--- src/rtl/flu_pkg.sv ---
package flu_pkg;
  typedef enum logic [1:0] {
    KEY_IDLE  = 2'd0,
    KEY_HALF  = 2'd1,
    KEY_ARMED = 2'd2,
    KEY_DEAD  = 2'd3
  } key_st_e;

  localparam logic [7:0] KEY_FIRST  = 8'hA5;
  localparam logic [7:0] KEY_SECOND = 8'hF1;
endpackage

--- src/rtl/flu_key_fsm.sv ---
module flu_key_fsm
  import flu_pkg::*;
#(
  parameter int DW = 8
) (
  input  logic          clk,
  input  logic          rst,
  input  logic          key_we,
  input  logic [DW-1:0] key_val,
  input  logic          consume,
  input  logic          violate,
  output key_st_e       st
);
  localparam logic [DW-1:0] K1 = DW'(KEY_FIRST);
  localparam logic [DW-1:0] K2 = DW'(KEY_SECOND);

  always_ff @(posedge clk) begin
    if (rst) begin
      st <= KEY_IDLE;
    end else if (st != KEY_DEAD) begin
      if (key_we) begin
        case (st)
          KEY_IDLE: st <= (key_val == K1) ? KEY_HALF  : KEY_DEAD;
          KEY_HALF: st <= (key_val == K2) ? KEY_ARMED : KEY_DEAD;
          default:  st <= KEY_DEAD;
        endcase
      end else if (violate) begin
        st <= KEY_DEAD;
      end else if (consume) begin
        st <= KEY_IDLE;
      end
    end
  end
endmodule

--- src/rtl/flu_op_timer.sv ---
module flu_op_timer #(
  parameter int PROG_CYC  = 1500,
  parameter int ERASE_CYC = 375000
) (
  input  logic clk,
  input  logic rst,
  input  logic start,
  input  logic is_erase,
  output logic busy,
  output logic done
);
  localparam int MAXC = (ERASE_CYC > PROG_CYC) ? ERASE_CYC : PROG_CYC;
  localparam int CW   = $clog2(MAXC + 1);

  logic [CW-1:0] cnt;

  always_ff @(posedge clk) begin
    if (rst) begin
      cnt  <= '0;
      busy <= 1'b0;
      done <= 1'b0;
    end else begin
      done <= 1'b0;
      if (start && !busy) begin
        busy <= 1'b1;
        cnt  <= is_erase ? CW'(ERASE_CYC - 1) : CW'(PROG_CYC - 1);
      end else if (busy) begin
        if (cnt == '0) begin
          busy <= 1'b0;
          done <= 1'b1;
        end else begin
          cnt <= cnt - 1'b1;
        end
      end
    end
  end
endmodule

--- src/rtl/flu_dbg_gate.sv ---
module flu_dbg_gate #(
  parameter int DW = 8
) (
  input  logic          clk,
  input  logic          rst,
  input  logic          dbg_req,
  input  logic [DW-1:0] sec_byte,
  output logic          dbg_grant,
  output logic          dbg_deny
);
  logic open_q;
  assign open_q = (sec_byte == '1);

  always_ff @(posedge clk) begin
    if (rst) begin
      dbg_grant <= 1'b0;
      dbg_deny  <= 1'b0;
    end else begin
      dbg_grant <= dbg_req && open_q;
      dbg_deny  <= dbg_req && !open_q;
    end
  end
endmodule

--- src/rtl/flash_unlock_ctrl.sv ---
module flash_unlock_ctrl
  import flu_pkg::*;
#(
  parameter int AW        = 13,
  parameter int DW        = 8,
  parameter int PAGE_W    = 9,
  parameter int RES_BASE  = 'h1E00,
  parameter int PROG_CYC  = 1500,
  parameter int ERASE_CYC = 375000
) (
  input  logic          clk,
  input  logic          rst,
  input  logic          reg_we,
  input  logic          reg_sel,
  input  logic [DW-1:0] reg_wdata,
  input  logic          xd_we,
  input  logic [AW-1:0] xd_addr,
  input  logic [DW-1:0] xd_wdata,
  input  logic [DW-1:0] sec_byte,
  input  logic          dbg_req,
  output logic          wr_en_bit,
  output logic          er_en_bit,
  output logic          key_locked,
  output logic          busy,
  output logic          done,
  output logic          ram_we,
  output logic [AW-1:0] ram_addr,
  output logic [DW-1:0] ram_wdata,
  output logic          fl_prog,
  output logic          fl_erase,
  output logic [AW-1:0] fl_addr,
  output logic [DW-1:0] fl_wdata,
  output logic          dbg_grant,
  output logic          dbg_deny
);
  localparam logic [AW-1:0] RES_ADDR = AW'(RES_BASE);

  key_st_e kst;
  logic    take, ctrl_we, key_we, st_we;
  logic    armed, in_res, go_flash, consume, violate;

  // Nothing is accepted while an operation runs.
  assign take     = !busy;
  assign ctrl_we  = take && reg_we && !reg_sel;
  assign key_we   = take && reg_we &&  reg_sel;
  assign st_we    = take && xd_we;
  assign armed    = (kst == KEY_ARMED);
  assign in_res   = (xd_addr >= RES_ADDR);
  assign consume  = st_we && wr_en_bit && armed;
  assign violate  = st_we && wr_en_bit && !armed;
  assign go_flash = consume && !in_res;

  flu_key_fsm #(.DW(DW)) u_key (
    .clk(clk), .rst(rst), .key_we(key_we), .key_val(reg_wdata),
    .consume(consume), .violate(violate), .st(kst)
  );

  flu_op_timer #(.PROG_CYC(PROG_CYC), .ERASE_CYC(ERASE_CYC)) u_tmr (
    .clk(clk), .rst(rst), .start(go_flash), .is_erase(er_en_bit),
    .busy(busy), .done(done)
  );

  flu_dbg_gate #(.DW(DW)) u_dbg (
    .clk(clk), .rst(rst), .dbg_req(dbg_req), .sec_byte(sec_byte),
    .dbg_grant(dbg_grant), .dbg_deny(dbg_deny)
  );

  assign key_locked = (kst == KEY_DEAD);

  always_ff @(posedge clk) begin
    if (rst) begin
      wr_en_bit <= 1'b0;
      er_en_bit <= 1'b0;
    end else if (ctrl_we) begin
      wr_en_bit <= reg_wdata[0];
      er_en_bit <= reg_wdata[1];
    end
  end

  always_ff @(posedge clk) begin
    if (rst) begin
      ram_we    <= 1'b0;
      ram_addr  <= '0;
      ram_wdata <= '0;
      fl_prog   <= 1'b0;
      fl_erase  <= 1'b0;
      fl_addr   <= '0;
      fl_wdata  <= '0;
    end else begin
      ram_we   <= st_we && !wr_en_bit;
      fl_prog  <= go_flash && !er_en_bit;
      fl_erase <= go_flash &&  er_en_bit;
      if (st_we && !wr_en_bit) begin
        ram_addr  <= xd_addr;
        ram_wdata <= xd_wdata;
      end
      if (go_flash) begin
        fl_addr  <= er_en_bit ? {xd_addr[AW-1:PAGE_W], PAGE_W'(0)} : xd_addr;
        fl_wdata <= xd_wdata;
      end
    end
  end
endmodule

--- config.mk ---
export PLATFORM = sky130hd
export DESIGN_NAME = flash_unlock_ctrl
export DESIGN_NICKNAME = d
export VERILOG_FILES = /design/src/rtl/flu_pkg.sv /design/src/rtl/flu_key_fsm.sv /design/src/rtl/flu_op_timer.sv /design/src/rtl/flu_dbg_gate.sv /design/src/rtl/flash_unlock_ctrl.sv
export SDC_FILE = /design/constraint.sdc
export NUM_CORES = 1
export LEC_CHECK = 0
export ABC_AREA = 1
export CORE_MARGIN = 5
export CORE_UTILIZATION = 40
export CTS_CLUSTER_SIZE = 24
export DETAILED_ROUTE_END_ITERATION = 6
export PLACE_DENSITY = 0.71
export SYNTH_ARGS = -nofsm -noshare
export SYNTH_HDL_FRONTEND = slang
export SYNTH_SLANG_ARGS = --single-unit
--- constraint.sdc ---
create_clock -name clk -period 4.2 [get_ports clk]
set_input_delay 0.84 -clock clk [delete_from_list [all_inputs] [get_ports clk]]
set_output_delay 0.84 -clock clk [all_outputs]
set_load 0.005 [all_outputs]
==> results of run 1 <==
layout make-up:
type | count | share of cell area [%]
Clock buffer | 11 | 3.19
Inverter | 45 | 3.93
Multi-Input combinational cell | 296 | 33.2
Clock inverter | 5 | 2.35
Tap cell | 102 | 2.88
Timing Repair Buffer | 98 | 21.9
Sequential cell | 72 | 32.6
worst min path at each step:
stage / start / end / slack, ns / depth (start not counted)
floorplan: ram_addr[10] / ram_addr[10] / 0.44 / 2
global placement: ram_addr[5] / ram_addr[5] / 0.43 / 2
detailed placement: ram_addr[2] / ram_addr[2] / 0.44 / 2
CTS: ram_wdata[2] / ram_wdata[2] / 0.45 / 2
global route: ram_wdata[2] / ram_wdata[2] / 0.46 / 2
finish: ram_wdata[6] / ram_wdata[6] / 0.45 / 2
cell usage after synthesis:
| master | count | area [um^2] |
|---|---|---|
| buf_2 | 1 | 5.00 |
| o21ai_0 | 45 | 225 |
| xnor2_1 | 4 | 35.0 |
| ha_1 | 1 | 12.5 |
| xor2_1 | 4 | 35.0 |
| nand3_4 | 1 | 17.5 |
| buf_4 | 2 | 15.0 |
| o21bai_1 | 1 | 7.51 |
| clkbuf_1 | 12 | 45.0 |
| nand4_1 | 8 | 50.1 |
| clkinv_4 | 1 | 8.76 |
| buf_1 | 2 | 7.51 |
| a21oi_2 | 9 | 78.8 |
| inv_2 | 3 | 11.3 |
| nor2_1 | 59 | 221 |
| and2_1 | 1 | 6.26 |
| nor2_4 | 1 | 11.3 |
| nand3_1 | 30 | 150 |
| nor2_8 | 1 | 20.0 |
| nand2_1 | 74 | 278 |
| nand2_2 | 6 | 37.5 |
| nand2_4 | 2 | 22.5 |
| nor2_2 | 2 | 12.5 |
| nand3b_1 | 5 | 37.5 |
| buf_8 | 1 | 15.0 |
| a21oi_1 | 37 | 185 |
| inv_1 | 41 | 154 |
| dfxtp_1 | 72 | 1440 |
| nor3_1 | 3 | 15.0 |
| o21ai_1 | 2 | 10.0 |
worst max-delay path, delay by kind of cell:
kind / cells / cell delay (ns)
compound gates: 1 / 0.08
buf+inv: 4 / 1.20
simple gates: 4 / 0.73
flip-flops by register name, summed over array words and instances, names as in the netlist:
name	count
er_en_bit	1
u_tmr.cnt	19
ram_we	1
u_dbg.dbg_deny	1
ram_addr	13
fl_prog	1
u_tmr.busy	1
u_dbg.dbg_grant	1
fl_addr	13
wr_en_bit	1
u_key.st	2
fl_wdata	8
fl_erase	1
u_tmr.done	1
ram_wdata	8
through the flow:
step / util (%) / hold WS (ns)
3_5_place_dp: 54.1 / 0.437
3_3_place_gp: 54.1 / 0.429
2_1_floorplan: - / 0.440
5_1_grt: 57.3 / 0.459
4_1_cts: 57.3 / 0.448
6_report: 57.3 / 0.445
layer usage:
layer	up-vias	track usage, %	wire, um
li1	1576	-	-
met1	1379	20.0	3640
met2	88	26.4	3870
met3	14	7.43	660
met4	0	7.88	170
met5	-	0	0
logic make-up after synthesis:
kind of cell | count (synthesis)
AO/OA/AOI/OAI | 94
AND/OR/NAND/NOR | 193
XOR/XNOR | 8
adder cells (fa/ha/maj) | 1
flip-flops | 72
buffers and inverters | 63
power groups by stage:
stage	registers [mW]	logic (mW)	clock network, mW
2_1_floorplan	0.743	0.115	0
3_3_place_gp	0.742	0.229	0
3_5_place_dp	0.743	0.231	0
5_1_grt	0.731	0.256	0.708
6_report	0.728	0.231	0.668
4_1_cts	0.728	0.233	0.679
==> out/metrics.csv, run 1 <==
stage;metric;value;unit
synthesis;synth_top_family_by_area;simple AND/OR/NAND/NOR gates;
routing;wl_per_cell;13.3;um
grt;grt_pass1_wl;13600;um
sta;finalSetupTns;0;ns
synthesis;synth_compound_area_share;16.0;%
synthesis;synth-seq-cells;72;
power;peakVddDrop;0.321;mV
setup_path;rr_startpoint;u_tmr.busy;
routing;viasPerCell;4.86;
place;place_ws;1.22;ns
power;swShare;23.6;%
power;power.leakage;1.89;nW
routing;wirelength;8350;um
power;sequentialPowerShare;44.7;%
setup_path;crit_path_start;xd_we;
setup_path;worstReg2RegEnd;u_tmr.cnt[15];
cells_and_area;final_cell_mix;clkdlybuf4s50_1, nand2_1, dfxtp_1;
cells_and_area;final_common_cell;clkdlybuf4s50_1;
floorplan;num_io_pins;95;
grt;grt_max_degree;44;
setup_path;arrival;2.88;ns
sta;drv_slew;0;
status;status;finished, final reports clean;
setup_path;reg2regPathDepth;9;
cells_and_area;fillers;716;
synthesis;yosys.area_share.adder;0.394;%
cts;clock_sinks;72;
power;p_total;1.63;mW
place;place_inst;613;
cells_and_area;multi_input_area;1470;um^2
sta;rsz0062_at_grt;false;
routing;firstDrtPassIters;4;
setup_path;path_common_cell;nor2_1;
setup_path;max_stage_delay;0.50;ns
cells_and_area;antenna_cells;0;
synthesis;mappedNetlistArea;3170;um^2
sta;slew_headroom;59.4;%
cells_and_area;nets;566;
setup_path;path_max_fanout;34;
sta;period_share;63.1;%
power;clkPwrFrac;41.1;%
floorplan;die_y;99.0;um
cts;cts_root_buffer;clkbuf_8;
setup_path;r2r_setup_slack;2.09;ns
grt;gr-total-overflow;0;
floorplan;initial_core_util;41.0;%
cts;clock_latency;0.34;ns
sta;fin_skew;0.0113;ns
sta;final-hold-violation-count;0;
floorplan;die_w;99.0;um
cts;cts_inserted_buffers;9;
cells_and_area;final-seq-area;1440;um^2
synthesis;ys.warnings.count;0;
synthesis;synthCells;431;
grt;antenna_found_initial;0;
worst_hold_path;hold_class;reg2reg;
cts;cts_setup_buffers;0;
place;port_buffers;94;
synthesis;synthXorXnorAreaFrac;2.21;%
synthesis;muxShareOfSynthArea;0;%
grt;grt_use_total;16.9;%
floorplan;rows;32;
sta;max_freq;378;MHz
cells_and_area;syn_to_final_growth;39.6;%
sta;tightest_slew;0.608;ns
grt;grt_pass1_vias;3014;
synthesis;syn-num-nets;475;
cells_and_area;stdcell_count;629;
power;p_per_area;367;nW/um^2
sta;setup_viol;0;
power;p_comb_share;14.2;%
place;place_congestion;0.855;
sta;setup_ws;1.55;ns
place;dpl.hpwl;5950;um
setup_path;worst_setup_path_end_kind;register;
setup_path;path_cells;clkdlybuf4s50_1 > nand3_1 > nor2_1 > buf_4 > inv_2 > nand2_4 > clkinv_4 > nor2_1 > a21oi_1;
cts;clk_pin_slew;0.08;ns
place;place_area;4180;um^2
setup_path;cp.required;4.43;ns
synthesis;synth-simple-area-share;27.7;%
cts;h-tree-depth;3;
setup_path;critPathSlowestCell;clkdlybuf4s50_1;
setup_path;startpoint_type;input port;
setup_path;critPathKind;in2reg;
routing;antenna_left;0;
floorplan;core_region_area;7730;um^2
floorplan;die-area;9810;um^2
routing;vias;3057;
cells_and_area;drive_above_1_share;8.54;%
power;p_int;1.24;mW
setup_path;crit_end;u_tmr.cnt[15];
routing;drc_errors;0;
cells_and_area;stdcell_area;4430;um^2
cts;max-clock-path-buffers;2;
routing;drt_iter0_drc;194;
synthesis;avgSynthCellArea;7.36;um^2
sta;fin_crit;2.65;ns
power;p_sw;0.384;mW
cts;cts_tree;yes;
cts;ctsHoldBuffers;0;
flow_run;drv_cap;0;
cts;cts_resized;0;
synthesis;synthDistinctLibCells;30;
synthesis;ys_seq_area_share;45.4;%
No activity file was read; power rests on OpenSTA's default activity.
==> inputs of run 2 (changes only) <==
==> constraint.sdc (replaced) <==
create_clock -name clk -period 2.78 [get_ports clk]
set_input_delay 0.556 -clock clk [delete_from_list [all_inputs] [get_ports clk]]
set_output_delay 0.556 -clock clk [all_outputs]
set_load 0.005 [all_outputs]
==> run 2 against run 1 <==
  * Die area did not move
  * Flip-flop and latch count is the same
  * Utilization decreased by 0.42 points
  * Largest cell class unchanged
  * Worst hold slack gained 0.0015 ns
  * Critical path type is now reg2out
  * Cell count rose by 0.32%
  * Via count increased by 1.0%
==> out/metrics.csv, run 2 (synthesis results as in run 1) <==
stage;metric;value;unit;change
status;status;finished, final reports clean;;
cells_and_area;antenna_cells;0;;unchanged
cts;cts_setup_buffers;0;;unchanged
floorplan;core_region_area;7730;um^2;unchanged
setup_path;critPathSlowestCell;clkdlybuf4s50_1;;
grt;grt_use_total;17.3;%;+0.38 points
cts;clock_sinks;72;;unchanged
power;p_sw;0.577;mW;+50%
sta;max_freq;512;MHz;
routing;firstDrtPassIters;4;;unchanged
routing;vias;3088;;+1.0%
setup_path;startpoint_type;register;;
floorplan;die-area;9810;um^2;unchanged
cells_and_area;nets;568;;+0.35%
setup_path;worst_setup_path_end_kind;output pin;;
floorplan;num_io_pins;95;;unchanged
cts;clock_latency;0.34;ns;about the same
cts;max-clock-path-buffers;2;;unchanged
routing;viasPerCell;4.89;;+0.69%
sta;period_share;70.3;%;
setup_path;cp_top_family;buffers and inverters;;
place;dpl.hpwl;6040;um;+1.6%
sta;final-hold-violation-count;0;;unchanged
floorplan;die_w;99.0;um;unchanged
sta;rsz0062_at_grt;false;;
place;place_inst;615;;+0.33%
cells_and_area;top_regs;u_tmr.cnt: 19 flops, fl_addr: 13 flops, ram_addr: 13 flops;;
power;peakVddDrop;0.266;mV;-17%
cells_and_area;stdcell_area;4400;um^2;-0.73%
cts;cts_tree;yes;;
grt;grt_pass1_vias;2980;;-1.1%
cells_and_area;final_common_cell;clkdlybuf4s50_1;;
grt;grt_max_degree;53;;+20%
power;p_total;2.27;mW;+40%
setup_path;r2r_setup_slack;0.92;ns;-1.17 ns
power;p_int;1.69;mW;+36%
cts;cts_root_buffer;clkbuf_8;;
sta;fin_skew;0.0124;ns;+0.00114 ns
sta;slew_headroom;69.7;%;+10 points
grt;gr-total-overflow;0;;unchanged
setup_path;max_stage_delay;0.52;ns;+0.02 ns
cts;cts_resized;0;;unchanged
sta;whs;0.447;ns;+0.00146 ns
grt;grt_pass1_wl;14000;um;+2.5%
setup_path;cp.required;2.22;ns;-2.21 ns
power;power.leakage;1.88;nW;-0.77%
cells_and_area;drive_above_1_share;8.88;%;+0.35 points
place;place_congestion;0.876;;+2.5%
power;p_per_area;517;nW/um^2;+41%
sta;setup_viol;0;;unchanged
setup_path;arrival;1.40;ns;-1.48 ns
place;place_area;4200;um^2;+0.36%
routing;wirelength;8330;um;-0.28%
cells_and_area;top_register;u_tmr.cnt;;
sta;drv_slew;0;;unchanged
cts;cts_inserted_buffers;9;;unchanged
cells_and_area;final_cell_mix;clkdlybuf4s50_1, nand2_1, dfxtp_1;;
power;clkPwrFrac;36.3;%;-4.8 points
setup_path;crit_buf_inv;2;;-2
power;swShare;25.4;%;+1.8 points
grt;antenna_found_initial;0;;unchanged
floorplan;rows;32;;unchanged
setup_path;path_cells;nand2_1 > inv_1 > clkdlybuf4s50_1;;
routing;drc_errors;0;;unchanged
floorplan;initial_core_util;41.0;%;unchanged
place;port_buffers;94;;unchanged
flow_run;drv_cap;0;;unchanged
sta;fin_crit;1.95;ns;
routing;wl_per_cell;13.2;um;-0.59%
setup_path;path_max_fanout;5;;-85%
cells_and_area;syn_to_final_growth;38.6;%;
cts;ctsHoldBuffers;0;;unchanged
setup_path;critPathKind;reg2out;;
cells_and_area;largest_reg_flops;19;;unchanged
worst_hold_path;hold_class;reg2reg;;
sta;tightest_slew;0.454;ns;-0.155 ns
cts;h-tree-depth;3;;unchanged
power;sequentialPowerShare;48.4;%;+3.7 points
cts;clk_pin_slew;0.08;ns;about the same
routing;antenna_left;0;;unchanged
routing;drt_iter0_drc;160;;-18%
cells_and_area;stdcell_count;631;;+0.32%
power;p_comb_share;15.4;%;+1.2 points
floorplan;die_y;99.0;um;unchanged
sta;finalSetupTns;0;ns;unchanged
-- run 2: cell count changes in the layout (fill, tap and decap cells not counted), sizes merged --
cell	previous run	this run
bufinv	3	1
buf	4	6
clkinvlp	0	1
clkinv	3	4
-- run 2: through the flow --
stage | setup WS, ns | util (%)
6_report | 0.825 | 56.9
3_5_place_dp | 0.558 | 54.3
3_3_place_gp | 0.612 | 54.3
4_1_cts | 0.806 | 56.9
2_1_floorplan | 1.23 | -
5_1_grt | 0.706 | 56.9
-- run 2: path summary, 6_finish.rpt --
check                     from            end  cells after the start
hold reg to reg    ram_addr[4]    ram_addr[4]                      2
setup reg to reg  u_tmr.cnt[0]  u_tmr.cnt[15]                     10
hold / removal     ram_addr[4]    ram_addr[4]                      2
setup / recovery   u_key.st[1]     key_locked                      3
-- run 2: power groups by stage --
stage               Sequential [mW]  Clock, mW  Combinational (mW)
global placement               1.12          0               0.346
floorplan                      1.12          0               0.173
CTS                            1.10      0.846               0.353
detailed placement             1.12          0               0.351
finish                         1.10      0.824               0.349
global route                   1.11      0.902               0.386
-- run 2: layout make-up --
| cell class | count | area [um^2] |
|---|---|---|
| multi-input cells | 296 | 1470 |
| repair buffers | 100 | 986 |
| well taps | 102 | 128 |
| flip-flops and latches | 72 | 1440 |
| inverters | 45 | 174 |
| clock inverters | 5 | 56.3 |
| clock buffers | 11 | 141 |
| fillers | 716 | 3330 |
-- run 2: tightest hold or removal path: cells and delay by family, from the launching register on --
kind,cells,cell delay [ns]
AOI/OAI and AO/OA,1,0.05
buffers and inverters,1,0.04
DFF,1,0.31
-- run 2: per-layer routing --
metal	global-route usage (%)	up-vias	part of all wire, %
li1	-	1582	-
met1	21.2	1398	42
met2	27.6	93	48
met3	6.58	15	8.0
met4	6.51	0	1.5
met5	0	-	0
